[config.mk]
export PLATFORM = sky130hd
export DESIGN_NAME = rcmd_flush_ctrl
export DESIGN_NICKNAME = d
export VERILOG_FILES = /design/src/rtl/rcf_pkg.sv /design/src/rtl/rcf_ctrl_regs.sv /design/src/rtl/rcf_ptrs.sv /design/src/rtl/rcf_flush.sv /design/src/rtl/rcmd_flush_ctrl.sv
export SDC_FILE = /design/constraint.sdc
export NUM_CORES = 1
export LEC_CHECK = 0
export BUFFER_PORTS_ARGS = -buffer_cell sky130_fd_sc_hd__buf_2
export CORE_MARGIN = 8
export CORE_UTILIZATION = 50
export DETAILED_ROUTE_END_ITERATION = 10
export PLACE_DENSITY_LB_ADDON = 0.12
export SYNTH_ARGS = -nofsm -noshare
export SYNTH_HDL_FRONTEND = slang
export SYNTH_SLANG_ARGS = --single-unit
[constraint.sdc]
create_clock -name clk -period 5.2 [get_ports clk]
set_input_delay 0.52 -clock clk [delete_from_list [all_inputs] [get_ports clk]]
set_output_delay 0.52 -clock clk [all_outputs]
set_load 0.005 [all_outputs]
[src/rtl/rcf_pkg.sv]
package rcf_pkg;
  localparam int PTR_W      = 11;
  localparam int FIFO_DEPTH = 16;
  localparam int LVL_W      = $clog2(FIFO_DEPTH + 1);
  localparam int BUS_W      = 32;

  localparam logic [1:0] ADDR_WPTR = 2'd0;
  localparam logic [1:0] ADDR_RPTR = 2'd1;
  localparam logic [1:0] ADDR_CTRL = 2'd2;

  typedef enum logic [1:0] {
    REQ_QUARTER = 2'b00,
    REQ_HALF    = 2'b01,
    REQ_THREEQ  = 2'b10
  } req_sel_e;

  typedef struct packed {
    logic [1:0] req_sel;
    logic       eop_flush;
    logic [1:0] dither;
    logic       front;
    logic       enable;
  } ctrl_t;

  localparam int CTRL_W = $bits(ctrl_t);

  typedef enum logic {
    FL_IDLE  = 1'b0,
    FL_DRAIN = 1'b1
  } flush_st_e;
endpackage

[src/rtl/rcf_ctrl_regs.sv]
module rcf_ctrl_regs
  import rcf_pkg::*;
(
  input  logic              clk,
  input  logic              rst_n,
  input  logic              wr_en,
  input  logic [CTRL_W-1:0] wdata,
  output ctrl_t             ctrl
);
  localparam ctrl_t CTRL_RST = '{req_sel: 2'b01, default: '0};

  always_ff @(posedge clk or negedge rst_n) begin
    if (!rst_n)     ctrl <= CTRL_RST;
    else if (wr_en) ctrl <= ctrl_t'(wdata);
  end
endmodule

[src/rtl/rcf_ptrs.sv]
module rcf_ptrs
  import rcf_pkg::*;
(
  input  logic             clk,
  input  logic             rst_n,
  input  logic             enable,
  input  logic             wptr_we,
  input  logic             rptr_we,
  input  logic [PTR_W-1:0] wdata,
  input  logic             pkt_done,
  output logic [PTR_W-1:0] wptr,
  output logic [PTR_W-1:0] rptr,
  output logic             active
);
  logic active_q;
  logic went_idle;

  assign active    = enable && (rptr != wptr);
  assign went_idle = active_q && !active;

  always_ff @(posedge clk or negedge rst_n) begin
    if (!rst_n) active_q <= 1'b0;
    else        active_q <= active;
  end

  always_ff @(posedge clk or negedge rst_n) begin
    if (!rst_n)         wptr <= '0;
    else if (went_idle) wptr <= '0;
    else if (wptr_we)   wptr <= wdata;
  end

  always_ff @(posedge clk or negedge rst_n) begin
    if (!rst_n)                   rptr <= '0;
    else if (went_idle)           rptr <= '0;
    else if (active && pkt_done)  rptr <= rptr + 1'b1;
    else if (!active && rptr_we)  rptr <= wdata;
  end

  // consumed packet steps the read pointer (wraps)
  a_r3_rd_step: assert property (@(posedge clk) disable iff (!rst_n)
    (active && pkt_done) |=> (rptr == $past(rptr) + 1'b1));

  // no software load while active
  a_r5_rd_locked: assert property (@(posedge clk) disable iff (!rst_n)
    (active && !pkt_done) |=> (rptr == $past(rptr)));

  // both pointers cleared after leaving active
  a_r4_clear: assert property (@(posedge clk) disable iff (!rst_n)
    ($past(active) && !active) |=> (rptr == '0 && wptr == '0));
endmodule

[src/rtl/rcf_flush.sv]
module rcf_flush
  import rcf_pkg::*;
(
  input  logic             clk,
  input  logic             rst_n,
  input  logic [1:0]       req_sel,
  input  logic             eop_flush,
  input  logic             pkt_end,
  input  logic             flip_valid,
  input  logic [LVL_W-1:0] fifo_level,
  output logic             flip_ready,
  output logic             stall,
  output logic             flush_done,
  output logic             mem_req
);
  localparam int TH_Q = FIFO_DEPTH / 4;
  localparam int TH_H = FIFO_DEPTH / 2;
  localparam int TH_T = (3 * FIFO_DEPTH) / 4;

  flush_st_e        st, st_nx;
  logic [LVL_W-1:0] thresh;
  logic             empty;

  assign empty = (fifo_level == '0);

  always_comb begin
    case (req_sel)
      REQ_QUARTER: thresh = LVL_W'(TH_Q);
      REQ_HALF:    thresh = LVL_W'(TH_H);
      default:     thresh = LVL_W'(TH_T);
    endcase
  end

  always_comb begin
    st_nx = st;
    case (st)
      FL_IDLE:  if (flip_valid || (pkt_end && eop_flush)) st_nx = FL_DRAIN;
      FL_DRAIN: if (empty) st_nx = FL_IDLE;
      default:  st_nx = FL_IDLE;
    endcase
  end

  always_ff @(posedge clk or negedge rst_n) begin
    if (!rst_n) st <= FL_IDLE;
    else        st <= st_nx;
  end

  assign stall      = (st == FL_DRAIN);
  assign flush_done = stall && empty;
  assign flip_ready = flush_done && flip_valid;
  assign mem_req    = (fifo_level >= thresh) || (stall && !empty);

  // completion pulse lasts one cycle
  a_r10_done_pulse: assert property (@(posedge clk) disable iff (!rst_n)
    flush_done |=> !flush_done);

  // flip granted only with a drained FIFO
  a_r7_flip_empty: assert property (@(posedge clk) disable iff (!rst_n)
    flip_ready |-> (fifo_level == '0));

  // packet end without the enable never stalls
  a_r8_no_eop_drain: assert property (@(posedge clk) disable iff (!rst_n)
    (!stall && pkt_end && !eop_flush && !flip_valid) |=> !stall);

  // a pending flip keeps the drain running until granted
  a_r9_flip_held: assert property (@(posedge clk) disable iff (!rst_n)
    (stall && flip_valid && !flush_done) |=> stall);
endmodule

[src/rtl/rcmd_flush_ctrl.sv]
module rcmd_flush_ctrl
  import rcf_pkg::*;
(
  input  logic             clk,
  input  logic             rst_n,
  input  logic             reg_wr,
  input  logic [1:0]       reg_addr,
  input  logic [BUS_W-1:0] reg_wdata,
  output logic [BUS_W-1:0] reg_rdata,
  input  logic             pkt_done,
  input  logic             pkt_end,
  input  logic             flip_valid,
  output logic             flip_ready,
  input  logic [LVL_W-1:0] fifo_level,
  output logic             stall,
  output logic             flush_done,
  output logic             mem_req,
  output logic             engine_active,
  output logic             eng_enable,
  output logic             front_sel,
  output logic [1:0]       dither_mode
);
  ctrl_t            ctrl;
  logic [PTR_W-1:0] wptr, rptr;
  logic             unused_wdata_hi;

  assign unused_wdata_hi = ^reg_wdata[BUS_W-1:PTR_W];

  rcf_ctrl_regs u_ctrl (
    .clk   (clk),
    .rst_n (rst_n),
    .wr_en (reg_wr && reg_addr == ADDR_CTRL),
    .wdata (reg_wdata[CTRL_W-1:0]),
    .ctrl  (ctrl)
  );

  rcf_ptrs u_ptrs (
    .clk      (clk),
    .rst_n    (rst_n),
    .enable   (ctrl.enable),
    .wptr_we  (reg_wr && reg_addr == ADDR_WPTR),
    .rptr_we  (reg_wr && reg_addr == ADDR_RPTR),
    .wdata    (reg_wdata[PTR_W-1:0]),
    .pkt_done (pkt_done),
    .wptr     (wptr),
    .rptr     (rptr),
    .active   (engine_active)
  );

  rcf_flush u_flush (
    .clk        (clk),
    .rst_n      (rst_n),
    .req_sel    (ctrl.req_sel),
    .eop_flush  (ctrl.eop_flush),
    .pkt_end    (pkt_end),
    .flip_valid (flip_valid),
    .fifo_level (fifo_level),
    .flip_ready (flip_ready),
    .stall      (stall),
    .flush_done (flush_done),
    .mem_req    (mem_req)
  );

  always_comb begin
    case (reg_addr)
      ADDR_WPTR: reg_rdata = BUS_W'(wptr);
      ADDR_RPTR: reg_rdata = BUS_W'(rptr);
      ADDR_CTRL: reg_rdata = BUS_W'(ctrl);
      default:   reg_rdata = '0;
    endcase
  end

  assign eng_enable  = ctrl.enable;
  assign front_sel   = ctrl.front;
  assign dither_mode = ctrl.dither;

  // pointer reads never show bits above the pointer width
  a_r2_ptr_width: assert property (@(posedge clk) disable iff (!rst_n)
    (reg_addr != ADDR_CTRL) |-> (reg_rdata[BUS_W-1:PTR_W] == '0));
endmodule

* After elaboration in Yosys (flattened, before gate mapping)
Index checks and enable logic that the tools add are counted.
** Operators by class
- Add/sub/neg operators :: 1
- Order comparisons :: 1
- Eq/ne operators :: 4
- Mux-type cells :: 10
- Bitwise operators :: 1
- Reduce and logical (&&, ||, !) cells :: 20
** Operators with widths (number)
- 2-to-1 mux 11 bit :: 5
- case mux 11 bit (3 select lines) :: 1
- adder 11 x 1 -> 11 bit, second input constant :: 1
- logical AND 1 bit :: 11
- inequality test 11 bit :: 1
- case mux 4 bit (2 select lines) :: 1
- >= comparator 5 bit :: 1
- logical NOT 5 bit :: 1
- == test 2 x 1 -> 1 bit, second input constant :: 2
- logical NOT 2 bit :: 2
- nonzero test 3 bit :: 1
- == test 2 bit, second input constant :: 1
- logical NOT 1 bit :: 2
- logical OR 1 bit :: 2
- 2-to-1 mux 1 bit :: 2
- case mux 1 bit (2 select lines) :: 1
- nonzero test 2 bit :: 1
- inverter 1 bit :: 1
** Storage, ports and cells
- Register bits after elaboration :: 31
- Bits of input ports :: 45
- Word-level logic and storage cells :: 46

* Depth between registers and ports, before layout
- Word-level depth :: 7
- Depth in mapped cells :: 8
- Mapped depth without buffers :: 6

* By module
Synthesis repeated with hierarchy kept, for this count alone.
** Unflattened totals
- Cells, all modules :: 235
- Area total of the unflattened synthesis :: 2329.7 µm²
** Modules (own cells, without submodules)
- rcf_ptrs :: instances 1, cells an instance 148, area each 1453.9 µm², sequential area each 575.6 µm²
- rcmd_flush_ctrl :: instances 1, cells an instance 53, area each 446.7 µm², sequential area each 0.0 µm²
- rcf_ctrl_regs :: instances 1, cells an instance 15, area each 292.8 µm², sequential area each 176.4 µm²
- rcf_flush :: instances 1, cells an instance 19, area each 136.4 µm², sequential area each 25.0 µm²

* Worst setup path before layout
No wires, ideal clock.
- Path kind :: reg-to-reg
- From :: reg u_ptrs.rptr[3]
- To :: reg u_ptrs.rptr[0]
- Arrival time :: 1.956 ns
- Data required time :: 5.074 ns
- Slack :: 3.118 ns
- Cell stages (with the launch flop) :: 8
- Buffers on the path :: 2
- Period minus slack after synthesis :: 2.082 ns
- Path through :: dfrtp_1 > buf_6 > xor2_1 > or3_4 > o31ai_4 > buf_2 > nor3b_1 > a221o_1
** Between the ends
- Word-level cells in the longest chain between the ends :: 5
** RTL lines
- start: declaration :: line rcf_ptrs.sv:12 : output logic [PTR_W-1:0] rptr,
- start signal: assignment :: line rcf_ptrs.sv:35 : else if (active && pkt_done) rptr <= rptr + 1'b1;
- start signal: assignment :: line rcf_ptrs.sv:36 : else if (!active && rptr_we) rptr <= wdata;
- inequality test 11 bit (*) :: line rcf_ptrs.sv:18 : assign active = enable && (rptr != wptr);
- logical AND 1 bit (*) :: line rcf_ptrs.sv:18
- logical AND 1 bit or logical NOT 1 bit (tied branches) :: line rcf_ptrs.sv:35, rcf_ptrs.sv:19, rcf_ptrs.sv:36
- 2-to-1 mux 11 bit, or another cell as far along :: line rcf_ptrs.sv:35
- 2-to-1 mux 11 bit or nonzero test 3 bit (tied branches)
Every way passes the cells marked *; elsewhere a longest branch is shown, timed or not.
A chain may end at the register's enable or synchronous reset.

* Worst setup path in the final report
- From :: reg u_ptrs.rptr[3]
- To :: reg u_ptrs.wptr[2]
** Between the ends
- Word-level cells in the longest chain between the ends :: 5
** RTL lines
- inequality test 11 bit (*) :: line rcf_ptrs.sv:18
- logical AND 1 bit (*) :: line rcf_ptrs.sv:18
- logical NOT 1 bit (*) :: line rcf_ptrs.sv:19 : assign went_idle = active_q && !active;
- logical AND 1 bit (*) :: line rcf_ptrs.sv:19
- 2-to-1 mux 11 bit or nonzero test 2 bit (tied branches)
- end signal: assignment :: line rcf_ptrs.sv:29 : else if (wptr_we) wptr <= wdata;
- end: declaration :: line rcf_ptrs.sv:11 : output logic [PTR_W-1:0] wptr,
Marks and branches as above.

==> results by group <==
Floorplan
  • Die Area: 6585 um^2
  • Rows: 23
  • Io pins: 86
  • Starting Density: 52.30%
  • Die height: 81.15 um
  • Core area: 4058 um^2
  • Die X: 81.15 um

Logic synthesis
  • Synthesis-stage register bit count: 31
  • Post-synth EDFFs: 0
  • Unique masters post-synth: 42
  • Top cells by area, synth: dfrtp_1 (35%), mux2i_1 (11%), buf_4 (8.1%)
  • Cells after Synth: 223
  • Post-synth top area share: 35.38%
  • Mean post-synth cell area: 9.516 um^2
  • Async SR Flop Fraction: 100.0%
  • YS warnings: 0
  • Post-synthesis sequential area ratio: 36.62%
  • Mapped cell area: 2122 um^2
  • Area leader, netlist: dfrtp_1
  • Top_reg_cell synth: dfrtp_1

Clock network
  • Clock Sinks: 31
  • Post_cts resized: 0
  • Later-pin clock latency in the skew report: 0.28 ns
  • Root Buffer: clkbuf_8
  • Clock buffer depth: 2
  • CTS Hold Buffers Added: 0
  • Clock H-tree levels: 2
  • CTS tree: yes
  • Worst-path clk slew: 0.07 ns
  • TritonCTS Buffers: 5
  • Setup bufs post-CTS: 0

Route
  • Detail Route met3 WL: 437 um
  • Vias: 1,716
  • Top Layer Used: met4
  • Met1 Wirelength: 2.236 mm
  • DRT Pass-1 Iters: 4
  • DRC: 0
  • Final wirelength: 5.105 mm
  • Post-route ant nets: 0
  • Routed len/inst: 16.36 um
  • Vias per cell: 5.500
  • First DRT Iteration DRCs: 65
  • DR WL met2: 2.387 mm

Final layout
  • Final Util: 58.34%
  • Layout Nets: 309
  • Layout Area Growth over Synthesis: 11.56%
  • Layout cells sized above 1: 24.81%
  • Antenna cells: 0

Job
  • Max-Cap Viols: 0

Timing
  • Clk_skew: 0.006376 ns
  • RSZ-0062 raised after global routing: false
  • Final hold vios: 0
  • Fin crit share: 58.36%
  • Sum Neg Setup Slack: 0 ns
  • Worst-margin pin slew: 1.001 ns
  • Max Slew Vio Count: 0
  • Max frequency: 329.5 MHz
  • Hold WS: 0.2893 ns
  • Final worst setup slack: 2.165 ns
  • Worst slew margin: 33.04%
  • Count of final setup violators: 0
  • Clock period minus worst slack: 3.035 ns

Global route
  • First-pass GRT wire length: 8.259 mm
  • Initial antenna violation count: 0
  • GRT Overall Usage: 16.15%
  • Vias in the first global route: 1,678
  • Total gr overflow: 0
  • Pin count of the biggest net entering global routing: 32

Setup path
  • Reg-to-reg startpoint: u_ptrs.rptr[3]$_DFFE_PN0P_
  • CP Cell Sequence: xor2_1 > or3_4 > o31ai_4 > inv_4 > nor2_1 > nor2_1
  • Startpoint types: flop
  • CP max stage delay: 0.79 ns
  • CP startpoint: u_ptrs.rptr[3]$_DFFE_PN0P_
  • CP top delay family: simple AND/OR/NAND/NOR gates
  • Setup crit end kind: flop
  • Slowest cell on crit path: nor2_1
  • CP Buf/Inv Count: 1
  • CP Max Fanout: 16
  • Worst Path Arrival: 3.15 ns
  • Worst path most repeated cell: nor2_1
  • Critical path class: flop to flop
  • Worst Path Required: 5.32 ns

Power and ir drop
  • Clock power share: 22.3%
  • P_sw: 0.3543 mW
  • Cell Int Power: 0.5757 mW
  • Logic pwr share: 36.7%
  • Switching Fraction: 38.10%
  • LEAKAGE: 1.151 nW
  • Flop pwr share: 41.0%
  • Overall Power: 0.9300 mW
  • Power Density: 392.8 nW/um^2
  • Max IR drop VDD: 0.2031 mV

Placement
  • GPL Wtd Cong: 0.8537
  • HPWL Detailed: 3.709 mm
  • Port-buffer cells: 43
  • Pre-CTS worst setup slack: 2.223 ns

Status
  • Outcome: completed

Min path
  • Hold Path Class: input port to async pin
==> routing by layer <==
metal,GRT usage (%),vias to the layer above
li1,-,838
met1,20.81,814
met2,26.06,59
met3,4.636,5
met4,3.929,0
met5,0,-
==> layout by cell type, fill, tap and decap left out, types with 2 or more instances in the layout <==
cell type  synthesis  routed
buf_2              2      43
dfrtp_1           30      30
mux2i_1           24      24
nor2_1            22      22
conb_1             1      21
nand2_1           20      20
o21ai_0            9       9
xnor2_1            8       8
mux2_2             7       7
clkbuf_8           0       7
nand4_1            5       5
a211o_1            5       5
inv_1              4       4
a221o_1            4       4
xor2_1             3       3
and3_1             3       3
and4_1             3       3
nand3_1            3       3
nor3_1             3       3
a21oi_1            3       3
o311a_1            3       3
nor4_1             3       3
ha_1               3       3
nor3b_1            3       2
a211oi_1           2       2
nand3b_1           2       2
o311ai_0           2       2
o211ai_1           2       2
or3_1              2       2
==> cell type report <==
cell class	count	area, um^2
inverter	5	21.27
clock buffer	8	100.1
sequential	31	777.0
multi-input combinational	174	1184
fill	386	1690
tap	50	62.56
timing repair buffer	44	222.7
==> sequential cells by signal (all words and copies together), names as in the netlist <==
signal,cells
u_ptrs.rptr,11
u_ptrs.active_q,1
u_flush.stall,1
u_ptrs.wptr,11
u_ctrl.ctrl,7
==> path summary, 6_finish.rpt <==
path / to / slack (ns) / depth (start not counted)
min in group clk: u_ptrs.rptr[7]$_DFFE_PN0P_ / 0.46 / 2
max in group asynchronous: u_ptrs.rptr[10]$_DFFE_PN0P_ / 4.46 / 1
worst min register to register: u_ctrl.ctrl[1]$_DFFE_PN0P_ / 0.54 / 1
worst max register to register: u_ptrs.wptr[2]$_DFFE_PN0P_ / 2.17 / 6
worst max-delay path: u_ptrs.wptr[2]$_DFFE_PN0P_ / 2.17 / 6
worst min-delay path: u_ptrs.rptr[7]$_DFFE_PN0P_ / 0.29 / 1
==> power by group through the flow <==
| stage | registers, mW | logic [mW] | clock network (mW) |
|---|---|---|---|
| 3_5_place_dp | 0.385 | 0.343 | 0 |
| 4_1_cts | 0.381 | 0.344 | 0.212 |
| 3_3_place_gp | 0.383 | 0.339 | 0 |
| 2_1_floorplan | 0.352 | 0.289 | 0 |
| 6_report | 0.381 | 0.341 | 0.208 |
| 5_1_grt | 0.395 | 0.385 | 0.222 |
==> stage by stage <==
stage / cell area, um^2 / cells
3_3_place_gp: 2267 / 304
3_5_place_dp: 2267 / 304
6_report: 2367 / 312
5_1_grt: 2367 / 312
4_1_cts: 2367 / 312
2_1_floorplan: 2197 / 243
==> cell families after synthesis <==
group | count (synthesis) | share of synthesized area [%]
xor gates and xnor gates | 11 | 4.540
other | 1 | 0.1767
DFF | 31 | 36.62
muxes | 31 | 15.04
buffers and inverters | 38 | 11.38
AOI/OAI and AO/OA | 33 | 12.32
adders and majority gates | 3 | 1.769
and+or+nand+nor | 75 | 18.16
==> worst register-to-register path, delay by kind of cell, from the launching register on <==
| family | cells | cell delay (ns) |
|---|---|---|
| buffers and inverters | 1 | 0.14 |
| flip-flops | 1 | 0.49 |
| AO/OA/AOI/OAI | 1 | 0.70 |
| AND/OR/NAND/NOR | 3 | 1.35 |
| XOR/XNOR | 1 | 0.20 |
==> cells in the mapped netlist, types with 2 or more instances <==
cell and number:
or3_1 2, o311a_1 3, nor3_1 3, buf_4 23, dfrtp_1 30, o21ai_0 9
a211o_1 5, nand2_1 20, nand3b_1 2, o211ai_1 2, and4_1 3, nor4_1 3
xor2_1 3, nor2_1 22, and3_1 3, a211oi_1 2, buf_2 2, a221o_1 4
nand4_1 5, mux2_2 7, ha_1 3, o311ai_0 2, nand3_1 3, inv_1 4
nor3b_1 3, mux2i_1 24, clkbuf_1 7, a21oi_1 3, xnor2_1 8
(Power assumes the default switching activity.)
